<file path="config.mk">
export PLATFORM = sky130hd
export DESIGN_NAME = tag_session_seq
export DESIGN_NICKNAME = d
export VERILOG_FILES = /design/src/rtl/tss_pkg.sv /design/src/rtl/tss_crc4.sv /design/src/rtl/tss_tick_cnt.sv /design/src/rtl/tag_session_seq.sv
export SDC_FILE = /design/constraint.sdc
export NUM_CORES = 1
export LEC_CHECK = 0
export BUFFER_PORTS_ARGS = -buffer_cell sky130_fd_sc_hd__buf_2
export CORE_ASPECT_RATIO = 1.75
export CORE_UTILIZATION = 45
export CTS_BUF_LIST = sky130_fd_sc_hd__clkbuf_8 sky130_fd_sc_hd__clkbuf_16
export CTS_CLUSTER_SIZE = 8
export DETAILED_ROUTE_END_ITERATION = 10
export GPL_ROUTABILITY_DRIVEN = 0
export PLACE_DENSITY = 0.62
export SLEW_MARGIN = 25
export SYNTH_ARGS = -nofsm -noshare
export SYNTH_HDL_FRONTEND = slang
export SYNTH_SLANG_ARGS = --single-unit
export TNS_END_PERCENT = 20
</file>
<file path="constraint.sdc">
create_clock -name clk -period 5.8 [get_ports clk]
set_clock_uncertainty 0.05 [all_clocks]
set_input_delay 0.87 -clock clk [delete_from_list [all_inputs] [get_ports clk]]
set_output_delay 0.87 -clock clk [all_outputs]
set_load 0.03 [all_outputs]
</file>
<file path="src/rtl/tss_pkg.sv">
package tss_pkg;
  localparam int ADDR_W = 10;
  localparam int LEN_W  = 11;
  localparam int CMD_W  = 11;
  localparam int RPL_W  = 12;
  localparam int CRC_W  = 4;
  localparam int FEED_W = CMD_W + 8;
  localparam int NB_W   = 4;
  localparam int FC_W   = 5;

  localparam logic [CRC_W-1:0] CRC_POLY = 4'hC;
  localparam logic [CRC_W-1:0] CRC_INIT = 4'h5;

  localparam logic [5:0]       ID_SMALL    = 6'h1D;
  localparam logic [5:0]       ID_LARGE    = 6'h3D;
  localparam logic [NB_W-1:0]  CMDW_SMALL  = 4'd9;
  localparam logic [NB_W-1:0]  CMDW_LARGE  = 4'd11;
  localparam logic [LEN_W-1:0] BYTES_SMALL = 11'd256;
  localparam logic [LEN_W-1:0] BYTES_LARGE = 11'd1024;

  typedef enum logic [1:0] {SZ_NONE = 2'd0, SZ_SMALL = 2'd1, SZ_LARGE = 2'd2} size_e;

  typedef enum logic [3:0] {
    S_IDLE, S_CHARGE, S_TX_IV, S_RX_ID, S_KS, S_WAIT_ACK, S_TX_ACK,
    S_OFF, S_WAIT_CMD, S_TX_CMD, S_RX_DAT, S_CRC, S_CHECK
  } st_e;

  typedef struct packed {
    st_e               st;
    logic              carrier;
    logic              txs;
    logic [CMD_W-1:0]  txd;
    logic [NB_W-1:0]   txb;
    logic              rxs;
    logic [NB_W-1:0]   rxb;
    logic              ksi;
    logic [6:0]        seed;
    logic [2:0]        ksl;
    logic              rd;
    logic              pass2;
    logic              fin;
    logic [NB_W-1:0]   cmdw;
    size_e             size;
    logic              err;
    logic              done;
    logic [ADDR_W-1:0] off;
    logic [LEN_W-1:0]  req;
    logic [ADDR_W-1:0] addr;
    logic [LEN_W-1:0]  left;
    logic [RPL_W-1:0]  reply;
    logic [FEED_W-1:0] feed;
    logic [FC_W-1:0]   fcnt;
    logic              bv;
    logic [7:0]        byte_d;
    logic [ADDR_W-1:0] baddr;
  } seq_regs_t;
endpackage

</file>
<file path="src/rtl/tss_crc4.sv">
module tss_crc4
  import tss_pkg::*;
(
  input  logic             clk,
  input  logic             rst_n,
  input  logic             clr,
  input  logic             en,
  input  logic             din,
  output logic [CRC_W-1:0] crc_o
);
  logic [CRC_W-1:0] crc_q, crc_n;
  logic             fb;

  always_comb begin
    fb    = crc_q[0] ^ din;
    crc_n = crc_q;
    if (clr) begin
      crc_n = CRC_INIT;
    end else if (en) begin
      crc_n = (crc_q >> 1) ^ (fb ? CRC_POLY : '0);
    end
  end

  always_ff @(posedge clk or negedge rst_n) begin
    if (!rst_n) crc_q <= CRC_INIT;
    else        crc_q <= crc_n;
  end

  assign crc_o = crc_q;

  // a new check never starts while bits are still being shifted in
  a_r7_no_load_during_shift: assert property (@(posedge clk) disable iff (!rst_n)
    !(clr && en));
endmodule

</file>
<file path="src/rtl/tss_tick_cnt.sv">
module tss_tick_cnt #(
  parameter int W = 16
) (
  input  logic         clk,
  input  logic         rst_n,
  input  logic         clr,
  input  logic         tick,
  output logic [W-1:0] cnt_o
);
  logic [W-1:0] cnt_q, cnt_n;

  always_comb begin
    cnt_n = cnt_q;
    if (clr)                        cnt_n = '0;
    else if (tick && (cnt_q != '1)) cnt_n = cnt_q + 1'b1;
  end

  always_ff @(posedge clk or negedge rst_n) begin
    if (!rst_n) cnt_q <= '0;
    else        cnt_q <= cnt_n;
  end

  assign cnt_o = cnt_q;

  // elapsed time since a frame end only grows until the next clear
  a_r6_time_monotonic: assert property (@(posedge clk) disable iff (!rst_n)
    !clr |=> cnt_o >= $past(cnt_o));
endmodule

</file>
<file path="src/rtl/tag_session_seq.sv">
module tag_session_seq
  import tss_pkg::*;
#(
  parameter int         CHARGE_TICKS = 1500,
  parameter int         OFF_TICKS    = 15000,
  parameter int         GAP_TICKS    = 387,
  parameter logic [6:0] IV           = 7'h55,
  parameter logic [5:0] ACK          = 6'h19
) (
  input  logic              clk,
  input  logic              rst_n,
  input  logic              start_i,
  input  logic [ADDR_W-1:0] offset_i,
  input  logic [LEN_W-1:0]  count_i,
  input  logic              tick_i,
  input  logic              tx_done_i,
  input  logic              rx_done_i,
  input  logic [RPL_W-1:0]  rx_data_i,
  output logic              carrier_o,
  output logic              tx_start_o,
  output logic [CMD_W-1:0]  tx_data_o,
  output logic [NB_W-1:0]   tx_bits_o,
  output logic              rx_start_o,
  output logic [NB_W-1:0]   rx_bits_o,
  output logic              ks_init_o,
  output logic [6:0]        ks_seed_o,
  output logic              ks_step_o,
  output logic              byte_valid_o,
  output logic [7:0]        byte_o,
  output logic [ADDR_W-1:0] byte_addr_o,
  output logic [1:0]        size_o,
  output logic              err_o,
  output logic              done_o
);
  localparam int MAX_A = (CHARGE_TICKS > OFF_TICKS) ? CHARGE_TICKS : OFF_TICKS;
  localparam int MAX_T = (MAX_A > GAP_TICKS) ? MAX_A : GAP_TICKS;
  localparam int TW    = $clog2(MAX_T + 1);
  localparam logic [TW-1:0] T_CHARGE = TW'(CHARGE_TICKS);
  localparam logic [TW-1:0] T_OFF    = TW'(OFF_TICKS);
  localparam logic [TW-1:0] T_GAP    = TW'(GAP_TICKS);

  // reset: asserted asynchronously, released after two clocks
  logic [1:0] rs_q;
  logic       rst_l;
  always_ff @(posedge clk or negedge rst_n) begin
    if (!rst_n) rs_q <= 2'b00;
    else        rs_q <= {rs_q[0], 1'b1};
  end
  assign rst_l = rs_q[1];

  seq_regs_t        r_q, r_n;
  logic [TW-1:0]    tcnt;
  logic             tclr;
  logic             crc_clr, crc_en;
  logic [CRC_W-1:0] crc;

  function automatic logic [LEN_W-1:0] clamp_len(input logic [ADDR_W-1:0] off,
                                                 input logic [LEN_W-1:0]  req,
                                                 input logic [LEN_W-1:0]  sz);
    logic [LEN_W-1:0] room;
    room = sz - {1'b0, off};
    if ({1'b0, off} >= sz) return '0;
    return (req > room) ? room : req;
  endfunction

  always_comb begin
    r_n      = r_q;
    r_n.txs  = 1'b0;
    r_n.rxs  = 1'b0;
    r_n.ksi  = 1'b0;
    r_n.bv   = 1'b0;
    r_n.done = 1'b0;
    crc_clr  = 1'b0;
    crc_en   = 1'b0;
    unique case (r_q.st)
      S_IDLE: if (start_i) begin
        r_n.off = offset_i;  r_n.req  = count_i;  r_n.err = 1'b0;
        r_n.size = SZ_NONE;  r_n.pass2 = 1'b0;    r_n.rd = 1'b0;
        r_n.fin = 1'b0;      r_n.carrier = 1'b1;  r_n.st = S_CHARGE;
      end
      S_CHARGE: if (tcnt >= T_CHARGE) begin
        r_n.ksi = 1'b1; r_n.seed = '0;
        r_n.txs = 1'b1; r_n.txd = CMD_W'(IV); r_n.txb = 4'd7;
        r_n.st  = S_TX_IV;
      end
      S_TX_IV: if (tx_done_i) begin
        r_n.ksi = 1'b1; r_n.seed = IV;
        r_n.rxs = 1'b1; r_n.rxb = 4'd6;
        r_n.st  = S_RX_ID;
      end
      S_RX_ID: if (rx_done_i) begin
        r_n.reply = rx_data_i; r_n.ksl = 3'd1; r_n.st = S_KS;
      end
      S_KS: begin
        r_n.ksl = r_q.ksl - 3'd1;
        if (r_q.ksl == 3'd1) r_n.st = r_q.rd ? S_WAIT_CMD : S_WAIT_ACK;
      end
      S_WAIT_ACK: if (tcnt >= T_GAP) begin
        r_n.txs = 1'b1; r_n.txd = CMD_W'(ACK); r_n.txb = 4'd6;
        r_n.st  = S_TX_ACK;
      end
      S_TX_ACK: if (tx_done_i) begin
        if (r_q.pass2) begin
          if (r_q.left == '0) begin
            r_n.fin = 1'b1; r_n.carrier = 1'b0; r_n.st = S_OFF;
          end else begin
            r_n.rd = 1'b1; r_n.ksl = 3'd4; r_n.st = S_KS;
          end
        end else begin
          r_n.carrier = 1'b0;
          r_n.st      = S_OFF;
          r_n.addr    = r_q.off;
          if (r_q.reply[5:0] == ID_SMALL) begin
            r_n.size = SZ_SMALL; r_n.cmdw = CMDW_SMALL;
            r_n.left = clamp_len(r_q.off, r_q.req, BYTES_SMALL);
          end else if (r_q.reply[5:0] == ID_LARGE) begin
            r_n.size = SZ_LARGE; r_n.cmdw = CMDW_LARGE;
            r_n.left = clamp_len(r_q.off, r_q.req, BYTES_LARGE);
          end else begin
            r_n.err = 1'b1; r_n.fin = 1'b1;
          end
        end
      end
      S_OFF: if (tcnt >= T_OFF) begin
        if (r_q.fin) begin
          r_n.done = 1'b1; r_n.st = S_IDLE;
        end else begin
          r_n.carrier = 1'b1; r_n.pass2 = 1'b1; r_n.st = S_CHARGE;
        end
      end
      S_WAIT_CMD: if (tcnt >= T_GAP) begin
        r_n.txs = 1'b1; r_n.txd = {r_q.addr, 1'b1}; r_n.txb = r_q.cmdw;
        r_n.st  = S_TX_CMD;
      end
      S_TX_CMD: if (tx_done_i) begin
        r_n.rxs = 1'b1; r_n.rxb = 4'd12; r_n.st = S_RX_DAT;
      end
      S_RX_DAT: if (rx_done_i) begin
        crc_clr   = 1'b1;
        r_n.reply = rx_data_i;
        r_n.feed  = {8'b0, r_q.txd} | ({11'b0, rx_data_i[7:0]} << r_q.cmdw);
        r_n.fcnt  = {1'b0, r_q.cmdw} + 5'd8;
        r_n.st    = S_CRC;
      end
      S_CRC: begin
        crc_en   = 1'b1;
        r_n.feed = r_q.feed >> 1;
        r_n.fcnt = r_q.fcnt - 5'd1;
        if (r_q.fcnt == 5'd1) r_n.st = S_CHECK;
      end
      S_CHECK: begin
        if (crc == r_q.reply[11:8]) begin
          r_n.bv = 1'b1; r_n.byte_d = r_q.reply[7:0]; r_n.baddr = r_q.addr;
          r_n.addr = r_q.addr + 1'b1;
          r_n.left = r_q.left - 1'b1;
          if (r_q.left == 11'd1) begin
            r_n.fin = 1'b1; r_n.carrier = 1'b0; r_n.st = S_OFF;
          end else begin
            r_n.ksl = 3'd4; r_n.st = S_KS;
          end
        end else begin
          r_n.err = 1'b1; r_n.fin = 1'b1; r_n.carrier = 1'b0; r_n.st = S_OFF;
        end
      end
      default: r_n.st = S_IDLE;
    endcase
  end

  always_ff @(posedge clk or negedge rst_l) begin
    if (!rst_l) r_q <= '0;
    else        r_q <= r_n;
  end

  assign tclr = tx_done_i | rx_done_i |
                ((r_n.st != r_q.st) && ((r_n.st == S_CHARGE) || (r_n.st == S_OFF)));

  tss_tick_cnt #(.W(TW)) u_time (
    .clk(clk), .rst_n(rst_l), .clr(tclr), .tick(tick_i), .cnt_o(tcnt)
  );

  tss_crc4 u_crc (
    .clk(clk), .rst_n(rst_l), .clr(crc_clr), .en(crc_en), .din(r_q.feed[0]), .crc_o(crc)
  );

  assign carrier_o    = r_q.carrier;
  assign tx_start_o   = r_q.txs;
  assign tx_data_o    = r_q.txd;
  assign tx_bits_o    = r_q.txb;
  assign rx_start_o   = r_q.rxs;
  assign rx_bits_o    = r_q.rxb;
  assign ks_init_o    = r_q.ksi;
  assign ks_seed_o    = r_q.seed;
  assign ks_step_o    = (r_q.st == S_KS);
  assign byte_valid_o = r_q.bv;
  assign byte_o       = r_q.byte_d;
  assign byte_addr_o  = r_q.baddr;
  assign size_o       = r_q.size;
  assign err_o        = r_q.err;
  assign done_o       = r_q.done;

  // frames and keystream steps happen only while the tag is powered
  a_r1_activity_needs_carrier: assert property (@(posedge clk) disable iff (!rst_l)
    (tx_start_o || rx_start_o || ks_step_o) |-> carrier_o);
  // a reseed always coincides with the start of a frame
  a_r2_seed_with_frame: assert property (@(posedge clk) disable iff (!rst_l)
    ks_init_o |-> (tx_start_o || rx_start_o));
  // the size code stays within its three legal values
  a_r4_size_code_legal: assert property (@(posedge clk) disable iff (!rst_l)
    size_o != 2'd3);
  // a delivered byte never coexists with an error or an unknown size
  a_r8_valid_clean: assert property (@(posedge clk) disable iff (!rst_l)
    byte_valid_o |-> (!err_o && (size_o != 2'd0)));
  // the session ends with the tag unpowered, and done is a single pulse
  a_r10_done_unpowered: assert property (@(posedge clk) disable iff (!rst_l)
    done_o |-> (!carrier_o && !$past(done_o)));
endmodule

</file>
# Yosys cells after proc, flatten, opt, wreduce, memory -nomap -nowiden
# Index checks and enable logic that the tools add are counted.
[op_classes]
addsub = 8
order_cmp = 6
n_eq_ne = 46
n_shift = 1
muxes = 89
bitwise_logic = 6
n_reduce_logical = 36
[op_table]
columns = ["cell", "count"]
rows = [
  ["11-bit 2-to-1 mux", 6],
  ["4-bit 2-to-1 mux", 16],
  ["21-bit 2-to-1 mux", 3],
  ["4-bit one-hot mux with 13 select lines", 1],
  ["16-bit 2-to-1 mux", 3],
  ["16-bit one-hot mux with 3 select lines", 1],
  ["24-bit one-hot mux with 2 select lines", 1],
  ["21-bit one-hot mux with 2 select lines", 1],
  ["19-bit 2-to-1 mux", 2],
  ["2-bit != test (second input constant)", 19],
  ["36-bit 2-to-1 mux", 1],
  ["14-bit 2-to-1 mux", 2],
  ["7-bit AND reduction", 4],
  ["5-bit 2-to-1 mux", 5],
  ["12-bit one-hot mux with 2 select lines", 1],
  ["1-bit 2-to-1 mux", 23],
  ["11-bit greater-than comparator", 2],
  ["4-bit by 3-bit equality test with 1-bit output (second input constant)", 5],
  ["4-bit equality test (second input constant)", 5],
  ["2-bit nonzero test", 10],
  ["11-bit by 19-bit bitwise OR with 19-bit output", 1],
  ["8-bit by 4-bit << shifter with 19-bit output", 1],
  ["8-bit 2-to-1 mux", 2],
  ["8-bit one-hot mux with 2 select lines", 1],
  ["other kinds (49)", 76],
]
[word_totals]
regBits = 165
inputBits = 39
output_inout_bits = 54

# Depth between registers and ports, before layout
# Gate-level depths: netlist of the first run.
[logic_depth]
word_depth = 11
depth_mapped = 15

# Modules after synthesis
# Synthesis of the first run repeated with hierarchy kept, for this count alone.
[hier_totals]
cells_unflattened = 899
area_unflattened_um2 = 8647.0
[modules_own_cells]
columns = ["mod", "n_inst", "cells_each", "area_per_inst_um2", "seq_area_each_um2"]
rows = [
  ["tag_session_seq", 1, 801, 7636.1, 3453.3],
  ["tss_tick_cnt", 1, 84, 820.8, 350.3],
  ["tss_crc4", 1, 14, 190.2, 102.6],
]

# Worst setup path before layout of the first run
# OpenSTA, ideal clock, no wires.
[synth_timing]
kind = "register -> register"
from = "register r_q[92] in the netlist's numbering"
to = "register r_q[64] in the netlist's numbering"
setup_time_ps = 130
arrival_time_ps = 3132
slack_ps = 2487
path_stages_with_launch = 13
cell_sequence = "dfrtp_1 nor4_2 nor4b_1 xnor2_1 inv_1 ha_1 nand3_1 nor2_1 o21ai_0 a31oi_1 o221ai_1 a221oi_1 a21oi_1"
[synth_via]
elab_chain_cells = 11
word_cells_on_any_way = 18
[synth_lines]
columns = ["element", "line_no", "rtl"]
rows = [
  ["from (decl)", "tag_session_seq.sv:51", "seq_regs_t r_q, r_n;"],
  ["from (signal assigned)", "tag_session_seq.sv:171", "else r_q <= r_n;"],
  ["branches (longest 7 deep; another with 11-bit by 10-bit subtractor with 11-bit output)", "n/a", ""],
  ["11-bit 2-to-1 mux *", "tag_session_seq.sv:113", "if (r_q.reply[5:0] == ID_SMALL) begin"],
  ["21-bit 2-to-1 mux *", "tag_session_seq.sv:103", "if (r_q.pass2) begin"],
  ["21-bit 2-to-1 mux *", "tag_session_seq.sv:102", "S_TX_ACK: if (tx_done_i) begin"],
  ["21-bit one-hot mux with 2 select lines *", "tag_session_seq.sv:75", "unique case (r_q.st)"],
]
# Every way passes the cells marked *. The select of a mux whose other input is x is not followed.
# A chain may end at the register's enable or synchronous reset.

# Final worst setup path of the first run
# Same ends and word-level chain as after synthesis.

==> results.json, run 1 <==
{
  "path_max_fanout": 9,
  "track_usage_pct": 23.7,
  "finalInstanceArea_sq_mm": 0.00962,
  "fill_cells": 1869,
  "wl_per_cell_um": 17.6,
  "final_util_pct": 50.3,
  "worstSetupStartpointType": "flip-flop",
  "postCtsSetupRepairBufs": 0,
  "setup_viol": 0,
  "remaining_drc_errors": 0,
  "cp.required_ns": 6.05,
  "clockBufferDepth": 2,
  "die_width_um": 108,
  "power_leakage_nw": 4.62,
  "end_kind": "flip-flop",
  "crit_arrival_ns": 4.19,
  "num_antenna_cells": 0,
  "crit_type": "flip-flop to flip-flop",
  "status": "finished, final reports clean",
  "antenna_found_initial": 0,
  "synth_area_leader_cell": "dfrtp_1",
  "dp_cells": 1249,
  "synth_edf_count": 0,
  "avgSynthCellArea_sq_um": 8.73,
  "drive_above_1_share_pct": 15.8,
  "grt_start_max_net_pins": 64,
  "viasPerCell": 5.60,
  "fin_nets": 1091,
  "finalHoldViolCount": 0,
  "cts_resized": 0,
  "core_sq_mm": 0.0191,
  "place_area_sq_mm": 0.00906,
  "synth_warnings": 0,
  "cts_max_level": 4,
  "postRouteAntennaNets": 0,
  "start_util_pct": 45.9,
  "vias": 7172,
  "ys.flop_type": "dfrtp_1",
  "synth_area_sq_mm": 0.00877,
  "slew_headroom_pct": 35.4,
  "wl_um": 22600,
  "period_share_pct": 67.9,
  "vdd_drop_max_mv": 0.184,
  "first_pass_iters": 5,
  "synth-seq-area-share_pct": 44.5,
  "final_cells": 1281,
  "grt_pass1_wl_um": 36800,
  "ys_async_sr_fraction_pct": 100,
  "netlist_instances": 1005,
  "yosys.cell_types.count": 74,
  "synth_top_area_share_pct": 43.9,
  "r2r_cells": 12,
  "synth_seq_cells": 156,
  "cts_tree": "yes",
  "clock_latency_ns": 0.43,
  "rrSetupSlack_ns": 1.86,
  "tns_ns": 0,
  "path_clk_slew_ns": 0.06,
  "cts.sinks": 156,
  "rr_startpoint": "r_q[92]$_DFFE_PN0P_",
  "final_cell_mix": "213 x nand2_1, 153 x dfrtp_1, 95 x nor2_1",
  "hp-class": "input port to asynchronous set/reset pin",
  "rr_endpoint": "r_q[64]$_DFFE_PN0P_",
  "portBuffers": 88,
  "die_h_um": 187,
  "min_period_ns": 3.94,
  "final_common_cell": "nand2_1",
  "drtIter0Drc": 420,
  "dieArea_sq_mm": 0.0201,
  "fmax_mhz": 254,
  "tightest_slew_ns": 0.970,
  "gr-total-overflow": 0,
  "maxCapViolations": 0,
  "maxSlewViolCount": 0,
  "area_growth_pct": 9.61,
  "fp-row-count": 67,
  "hold_buffers": 0,
  "rsz0062_at_grt": "no",
  "io_pins": 93,
  "dp_hpwl_um": 16600,
  "grt_pass1_vias": 7144,
  "power.density_mw_per_mm2": 229,
  "cts_buffers": 17,
  "cts_root_buf": "clkbuf_16",
  "synthTopCellsByArea": "dfrtp_1 44%, nand2_1 9.1%, nor2_1 4.1%"
}
-- worst max-delay path by stage --
| stage | startpoint | endpoint | cells after the start |
|---|---|---|---|
| 6_report | r_q[92]$_DFFE_PN0P_ | r_q[64]$_DFFE_PN0P_ | 12 |
| 5_1_grt | r_q[92]$_DFFE_PN0P_ | r_q[61]$_DFFE_PN0P_ | 12 |
| 4_1_cts | r_q[92]$_DFFE_PN0P_ | r_q[64]$_DFFE_PN0P_ | 12 |
| 3_5_place_dp | r_q[92]$_DFFE_PN0P_ | r_q[64]$_DFFE_PN0P_ | 12 |
| 3_3_place_gp | r_q[92]$_DFFE_PN0P_ | r_q[64]$_DFFE_PN0P_ | 12 |
| 2_1_floorplan | rs_q[1]$_DFF_PN0_ | byte_addr_o[0]$_DFFE_PN0P_ | 0 |
-- cell usage after synthesis, drive strengths merged (2+ instances only) --
library cell and n:
a21o 2, nor4b 3, clkbuf 44, o22ai 9, and3 10, mux2 19, nor2b 9, nand4 10
a31oi 13, nand2 213, a41oi 2, xor2 21, o21ai 41, dfstp 2, o41ai 2, nor2 96
a221oi 13, inv 35, nor4 7, dfrtp 154, mux2i 7, nand3b 4, a22oi 8, buf 52
ha 25, conb 2, a221o 13, nor3 13, o211ai 5, and2 4, nor3b 6, o221ai 2
a211o 3, xnor2 9, a21oi 51, nand2b 5, or4 2, a211oi 7, o21a 6, or3 14
nand3 40
-- state kept, by name, summed over array words and instances (netlist names), 2 cells and up --
register	flops
size_o	2
byte_o	8
r_q	90
byte_addr_o	10
rx_bits_o	3
tx_bits_o	4
u_crc.crc_o	4
u_time.cnt_o	14
rs_q	2
tx_data_o	11
-- final cells by class --
cell class	count	area, sq um	share of cell area (%)
Tap cell	241	302	3.14
Clock inverter	13	105	1.09
Clock buffer	19	453	4.71
Timing Repair Buffer	96	500	5.20
Multi-Input combinational cell	721	4220	43.8
Sequential cell	156	3910	40.7
Inverter	35	131	1.37
-- metrics by stage --
step | hold slack (ns) | worst slack [ns] | total power, mW
2_1_floorplan | 0.281 | 1.08 | 1.14
3_3_place_gp | 0.290 | 2.02 | 1.17
3_5_place_dp | 0.294 | 1.91 | 1.17
4_1_cts | 0.133 | 1.90 | 2.24
5_1_grt | 0.142 | 1.61 | 2.28
6_report | 0.157 | 1.86 | 2.20
-- cells by family after synthesis --
family | count (synthesis) | synth area share, %
flip-flops | 156 | 44.5
XOR/XNOR | 30 | 2.99
other | 2 | 0.0856
AND/OR/NAND/NOR | 444 | 23.1
AO/OA/AOI/OAI | 191 | 14.9
multiplexers | 26 | 3.24
buffers and inverters | 131 | 7.62
adder cells (fa/ha/maj) | 25 | 3.57
-- worst max-delay path, cell delays in order (launching register included) --
cell,delay (ns)
dfrtp_1,0.43
nor4_2,0.47
nor4b_1,0.37
xnor2_1,0.23
inv_1,0.09
ha_1,0.30
nand3_1,0.09
nor2_1,0.08
o21ai_0,0.10
a31oi_1,0.72
o221ai_1,0.40
a221oi_1,0.40
a21oi_1,0.07
-- report_power, final --
group / switching, mW / internal [mW]
logic: 0.0332 / 0.0147
registers: 0.00784 / 1.09
clock network: 0.448 / 0.608
-- layer usage --
| layer | global-route usage (%) | wire length (um) |
|---|---|---|
| met2 | 42.1 | 11900 |
| met3 | 3.70 | 742 |
| met4 | 12.3 | 906 |
| met1 | 26.9 | 8970 |
| met5 | 0 | 0 |
Note: power is estimated with default switching activity, not from simulation.
==> run 2: changes to the inputs <==
Clock period 5.8 ns to 3.7 ns, I/O delays scaled along.
==> run 2 against run 1 <==
Register-to-register slack worse by 1.6 ns. Total power up 60%. Clock power up 63%. Combinational power up 58%. Via count up 0.43%. Critical path type unchanged. Largest cell class unchanged. Highest routed layer unchanged.
==> results.json, run 2 (same netlist as run 1, synthesis figures left out) <==
{
  "status": "finished, final reports clean",
  "final_common_cell": "nand2_1",
  "start_util_pct": 45.9,
  "cts_tree": "yes",
  "hp-class": "input port to flip-flop",
  "regMostFlops": "r_q",
  "power_leakage_nw": 4.71,
  "rr_endpoint": "r_q[61]$_DFFE_PN0P_",
  "drive_above_1_share_pct": 17.0,
  "setup_viol": 0,
  "wl_um": 22500,
  "clockBufferDepth": 2,
  "seqPwrFrac_pct": 48.9,
  "tightest_slew_ns": 0.829,
  "use_met1_pct": 27.3,
  "viasPerCell": 5.57,
  "fmax_mhz": 290,
  "final_cell_mix": "213 x nand2_1, 153 x dfrtp_1, 95 x nor2_1",
  "min_period_ns": 3.45,
  "die_h_um": 187,
  "antenna_found_initial": 0,
  "r2r_cells": 12,
  "cp_slowest_stage_delay_ns": 0.46,
  "intPower_mw": 2.75,
  "path_clk_slew_ns": 0.06,
  "p_comb_share_pct": 2.2,
  "p_sw_share_pct": 21.9,
  "maxSlewViolCount": 0,
  "gr-total-overflow": 0,
  "clock_latency_ns": 0.43,
  "fin_nets": 1104,
  "use_met2_pct": 41.6,
  "cp.required_ns": 3.98,
  "largest_reg_flops": 90,
  "cp_common_cell": "a221oi_1",
  "hp-start": "offset_i[9]",
  "grt_start_max_net_pins": 70,
  "vdd_drop_max_mv": 0.282,
  "use_met3_pct": 3.70,
  "track_usage_pct": 23.7,
  "fill_cells": 1900,
  "io_pins": 93,
  "grt_pass1_vias": 7120,
  "path_max_fanout": 5,
  "whs_ns": 0.259,
  "pwr-share-clk_pct": 49.0,
  "slew_headroom_pct": 44.7,
  "cts_root_buf": "clkbuf_16",
  "cts_max_level": 4,
  "period_share_pct": 93.3,
  "min_to": "r_q[96]$_DFFE_PN0P_",
  "cts_buffers": 17,
  "drtIter0Drc": 457,
  "dp_slack_ns": -0.115,
  "cp_cell_sequence": "nor4_4, nor4b_1, xnor2_1, inv_1, ha_1, nand3_1, or3_1, o22ai_1, a31oi_2, o21ai_2, a221oi_1, a221oi_1",
  "first_pass_iters": 5,
  "finalHoldViolCount": 0,
  "worst_path_max_delay_cell": "dfrtp_1",
  "worstSetupStartpointType": "flip-flop",
  "rr_startpoint": "r_q[91]$_DFFE_PN0P_",
  "cts.sinks": 156,
  "area_growth_pct": 11.5,
  "maxCapViolations": 0,
  "power.density_mw_per_mm2": 360,
  "dieArea_sq_mm": 0.0201,
  "postRouteAntennaNets": 0,
  "finalWorstSetupSlack_ns": 0.246,
  "grt_pass1_wl_um": 36800,
  "rrSetupSlack_ns": 0.25,
  "fp-row-count": 67,
  "core_sq_mm": 0.0191,
  "wl_per_cell_um": 17.4,
  "end_kind": "flip-flop",
  "vias": 7203,
  "remaining_drc_errors": 0,
  "die_width_um": 108,
  "crit_buf_inv": 1,
  "portBuffers": 88,
  "crit_type": "flip-flop to flip-flop",
  "switching_power_uw": 770,
  "min_path_cells": 3,
  "critPathTopFamily": "simple AND/OR/NAND/NOR gates",
  "crit_arrival_ns": 3.73,
  "num_antenna_cells": 0,
  "dp_hpwl_um": 16800,
  "grt.busiest_layer": "met2",
  "rsz0062_at_grt": "no"
}
run 2: stage by stage:
| stage | utilization [%] | instance area, sq um | setup TNS, ns | power, mW | cells |
|---|---|---|---|---|---|
| 6_report | 51.2 | 9780 | 0 | 3.52 | 1294 |
| 5_1_grt | 51.2 | 9780 | 0 | 3.63 | 1294 |
| 4_1_cts | 51.0 | 9750 | 0 | 3.56 | 1294 |
| 3_5_place_dp | 47.9 | 9160 | -0.345 | 1.83 | 1261 |
| 3_3_place_gp | 47.9 | 9160 | -0.0168 | 1.83 | 1261 |
| 2_1_floorplan | - | 8790 | 0 | 1.79 | 1008 |
run 2: worst max-delay path by stage:
stage | to | start | depth (start not counted) | slack [ns]
finish | r_q[61]$_DFFE_PN0P_ | r_q[91]$_DFFE_PN0P_ | 12 | 0.25
global route | r_q[61]$_DFFE_PN0P_ | r_q[92]$_DFFE_PN0P_ | 12 | 0.002
CTS | r_q[61]$_DFFE_PN0P_ | r_q[91]$_DFFE_PN0P_ | 12 | 0.04
detailed placement | r_q[61]$_DFFE_PN0P_ | r_q[91]$_DFFE_PN0P_ | 12 | -0.11
global placement | r_q[61]$_DFFE_PN0P_ | r_q[92]$_DFFE_PN0P_ | 12 | -0.01
floorplan | r_q[64]$_DFFE_PN0P_ | r_q[92]$_DFFE_PN0P_ | 12 | 0.39
run 2: area by class of cell:
cell class | count | area (sq um) | area share, %
clock buffers | 19 | 453 | 4.63
inverters | 35 | 131 | 1.34
multi-input cells | 721 | 4250 | 43.4
flip-flops and latches | 156 | 3910 | 40.0
well taps | 241 | 302 | 3.08
clock inverters | 13 | 126 | 1.29
repair buffers | 109 | 613 | 6.27
run 2: timing repair:
item	in CTS	in global routing
endpoints found under the setup margin	4	10
hold buffers	1	0
setup buffers	0	0
gates resized for setup	1	5
endpoints found under the hold margin	2	0
run 2: power by group through the flow:
stage                     logic (mW)  registers, mW  clock network (mW)
after CTS                     0.0780           1.72                1.76
after global routing          0.0848           1.72                1.82
after global placement        0.0771           1.75                   0
after floorplan               0.0242           1.76                   0
final                         0.0758           1.72                1.73
after detailed placement      0.0771           1.75                   0
run 2: layer usage:
metal | vias to the layer above | routed length (um)
li1 | 3503 | -
met1 | 3470 | 9090
met2 | 173 | 11700
met3 | 57 | 682
met4 | 0 | 996
met5 | - | 0
run 2: worst register-to-register path, cell delays in order, from the launching register on:
cell      delay (ns)
dfrtp_1         0.46
nor4_4          0.39
nor4b_1         0.38
xnor2_1         0.21
inv_1           0.10
ha_1            0.30
nand3_1         0.10
or3_1           0.38
o22ai_1         0.18
a31oi_2         0.10
o21ai_2         0.27
a221oi_1        0.14
a221oi_1        0.29
==> run 3: changes to the inputs <==
Settings changed: ABC_CLOCK_PERIOD_IN_PS from default to 3700, CORE_ASPECT_RATIO 1.75 to 1.25, CTS_BUF_LIST sky130_fd_sc_hd__clkbuf_8 sky130_fd_sc_hd__clkbuf_16 to sky130_fd_sc_hd__clkbuf_8.
==> run 3 against run 2 <==
Worst hold slack got worse by 0.040 ns. Die area is essentially flat. Via count down 0.24%. Sequential share of layout area up 0.93 points. Sequential power barely moved. Core utilization fell by 0.65 points. Clock power down 29%. Cell area decreased by 2.3%. Critical path depth did not move. Non-clock buffer count up 1. Global-route usage is 0.53 points lower. Largest cell class unchanged.
==> results.json, run 3 (same netlist as run 1, synthesis figures left out) <==
{
  "wl_per_cell_um": 17.0,
  "cp.required_ns": 3.98,
  "die_width_um": 127,
  "cts_buffers": 17,
  "cts_root_buf": "clkbuf_8",
  "remaining_drc_errors": 0,
  "cts_tree": "yes",
  "rsz0062_at_grt": "no",
  "clockBufferDepth": 2,
  "die_h_um": 158,
  "dp_hpwl_um": 15900,
  "drive_above_1_share_pct": 17.2,
  "area_growth_pct": 8.96,
  "finalHoldViolCount": 0,
  "grt_start_max_net_pins": 65,
  "tightest_slew_ns": 0.851,
  "viasPerCell": 5.59,
  "finalInstanceArea_sq_mm": 0.00956,
  "period_share_pct": 90.6,
  "maxCapViolations": 0,
  "regMostFlops": "r_q",
  "grt_pass1_vias": 7013,
  "path_clk_slew_ns": 0.09,
  "final_cell_mix": "213 x nand2_1, 153 x dfrtp_1, 94 x nor2_1",
  "cts_max_level": 4,
  "grt_pass1_wl_um": 36300,
  "start_util_pct": 46.4,
  "setup_viol": 0,
  "antenna_found_initial": 0,
  "cts.sinks": 156,
  "dieArea_sq_mm": 0.0201,
  "status": "finished, final reports clean",
  "min_period_ns": 3.35,
  "tns_ns": 0,
  "postRouteAntennaNets": 0,
  "first_pass_iters": 5,
  "crit_type": "flip-flop to flip-flop",
  "core_sq_mm": 0.0189,
  "end_kind": "flip-flop",
  "final_common_cell": "nand2_1",
  "place_area_sq_mm": 0.00916,
  "fp-row-count": 56,
  "power.density_mw_per_mm2": 317,
  "fmax_mhz": 298,
  "wl_um": 21900,
  "portBuffers": 88,
  "hp-class": "input port to flip-flop",
  "crit_arrival_ns": 3.63,
  "largest_reg_flops": 90,
  "gr-total-overflow": 0,
  "vias": 7186,
  "track_usage_pct": 23.2,
  "vdd_drop_max_mv": 0.204,
  "fin_nets": 1105,
  "worstSetupStartpointType": "flip-flop",
  "power_leakage_nw": 4.61,
  "maxSlewViolCount": 0,
  "drtIter0Drc": 435,
  "dp_cells": 1253,
  "slew_headroom_pct": 43.3,
  "final_cells": 1286,
  "clock_latency_ns": 0.47,
  "path_max_fanout": 10,
  "num_antenna_cells": 0,
  "io_pins": 93
}
[run 3: cell count changes in the layout (fill, tap and decap cells not counted), sizes merged]
cell	change
clkinvlp	+1
bufinv	-1
clkbuf	+1
clkinv	-1
buf	+1
[run 3: final cells by class]
| class | instances | area, sq um |
|---|---|---|
| Fill cell | 1832 | 9360 |
| Multi-Input combinational cell | 721 | 4240 |
| Clock inverter | 12 | 96.3 |
| Timing Repair Buffer | 110 | 621 |
| Tap cell | 232 | 290 |
| Sequential cell | 156 | 3910 |
| Inverter | 35 | 131 |
| Clock buffer | 20 | 275 |
[run 3: what timing repair did]
item / in CTS / in global routing
setup buffers: 0 / 0
resized for setup: 0 / 4
hold endpoints to repair: 2 / 0
hold buffers: 1 / 0
endpoints found under the setup margin: 0 / 10
[run 3: stage by stage]
step	util, %	setup WS [ns]	power [mW]	hold slack [ns]
2_1_floorplan	-	0.387	1.79	0.209
3_3_place_gp	48.4	0.152	1.83	0.286
3_5_place_dp	48.4	0.0762	1.83	0.292
4_1_cts	50.4	0.0361	3.07	0.194
5_1_grt	50.5	0.0348	3.15	0.199
6_report	50.5	0.347	3.03	0.219
[run 3: path summary, 6_finish.rpt]
path / end / depth (start not counted) / start / slack [ns]
max: r_q[59]$_DFFE_PN0P_ / 12 / r_q[92]$_DFFE_PN0P_ / 0.35
max reg2reg: r_q[59]$_DFFE_PN0P_ / 12 / r_q[92]$_DFFE_PN0P_ / 0.35
min reg2reg: rs_q[1]$_DFF_PN0_ / 0 / rs_q[0]$_DFF_PN0_ / 0.31
min: r_q[77]$_DFFE_PN0P_ / 3 / count_i[1] / 0.22
min in group asynchronous: rs_q[1]$_DFF_PN0_ / 2 / rst_n / 0.35
max in group asynchronous: u_crc.crc_o[2]$_DFFE_PN1P_ / 1 / rs_q[1]$_DFF_PN0_ / 2.23
[run 3: critical path: stages (launching register included)]
cell and delay (ns):
dfrtp_1 0.44, nor4_2 0.32, nor4b_1 0.34, xnor2_1 0.26, inv_1 0.08, ha_1 0.30
nand3_1 0.09, or3_1 0.38, o22ai_1 0.16, a31oi_2 0.10, nor2b_4 0.21, a221oi_1 0.33
a221oi_1 0.15
[run 3: layer usage]
layer  vias up  GRT usage (%)  share of wire (%)
met1      3470           30.9                 45
met4         0           7.99                1.9
li1       3496              -                  -
met5         -              0                  0
met3        29           4.53                4.4
met2       191           37.9                 48
[run 3: power breakdown]
| part | switching [mW] | internal, mW |
|---|---|---|
| clock | 0.655 | 0.578 |
| combinational | 0.0496 | 0.0259 |
| sequential | 0.0147 | 1.71 |
| total | 0.720 | 2.31 |
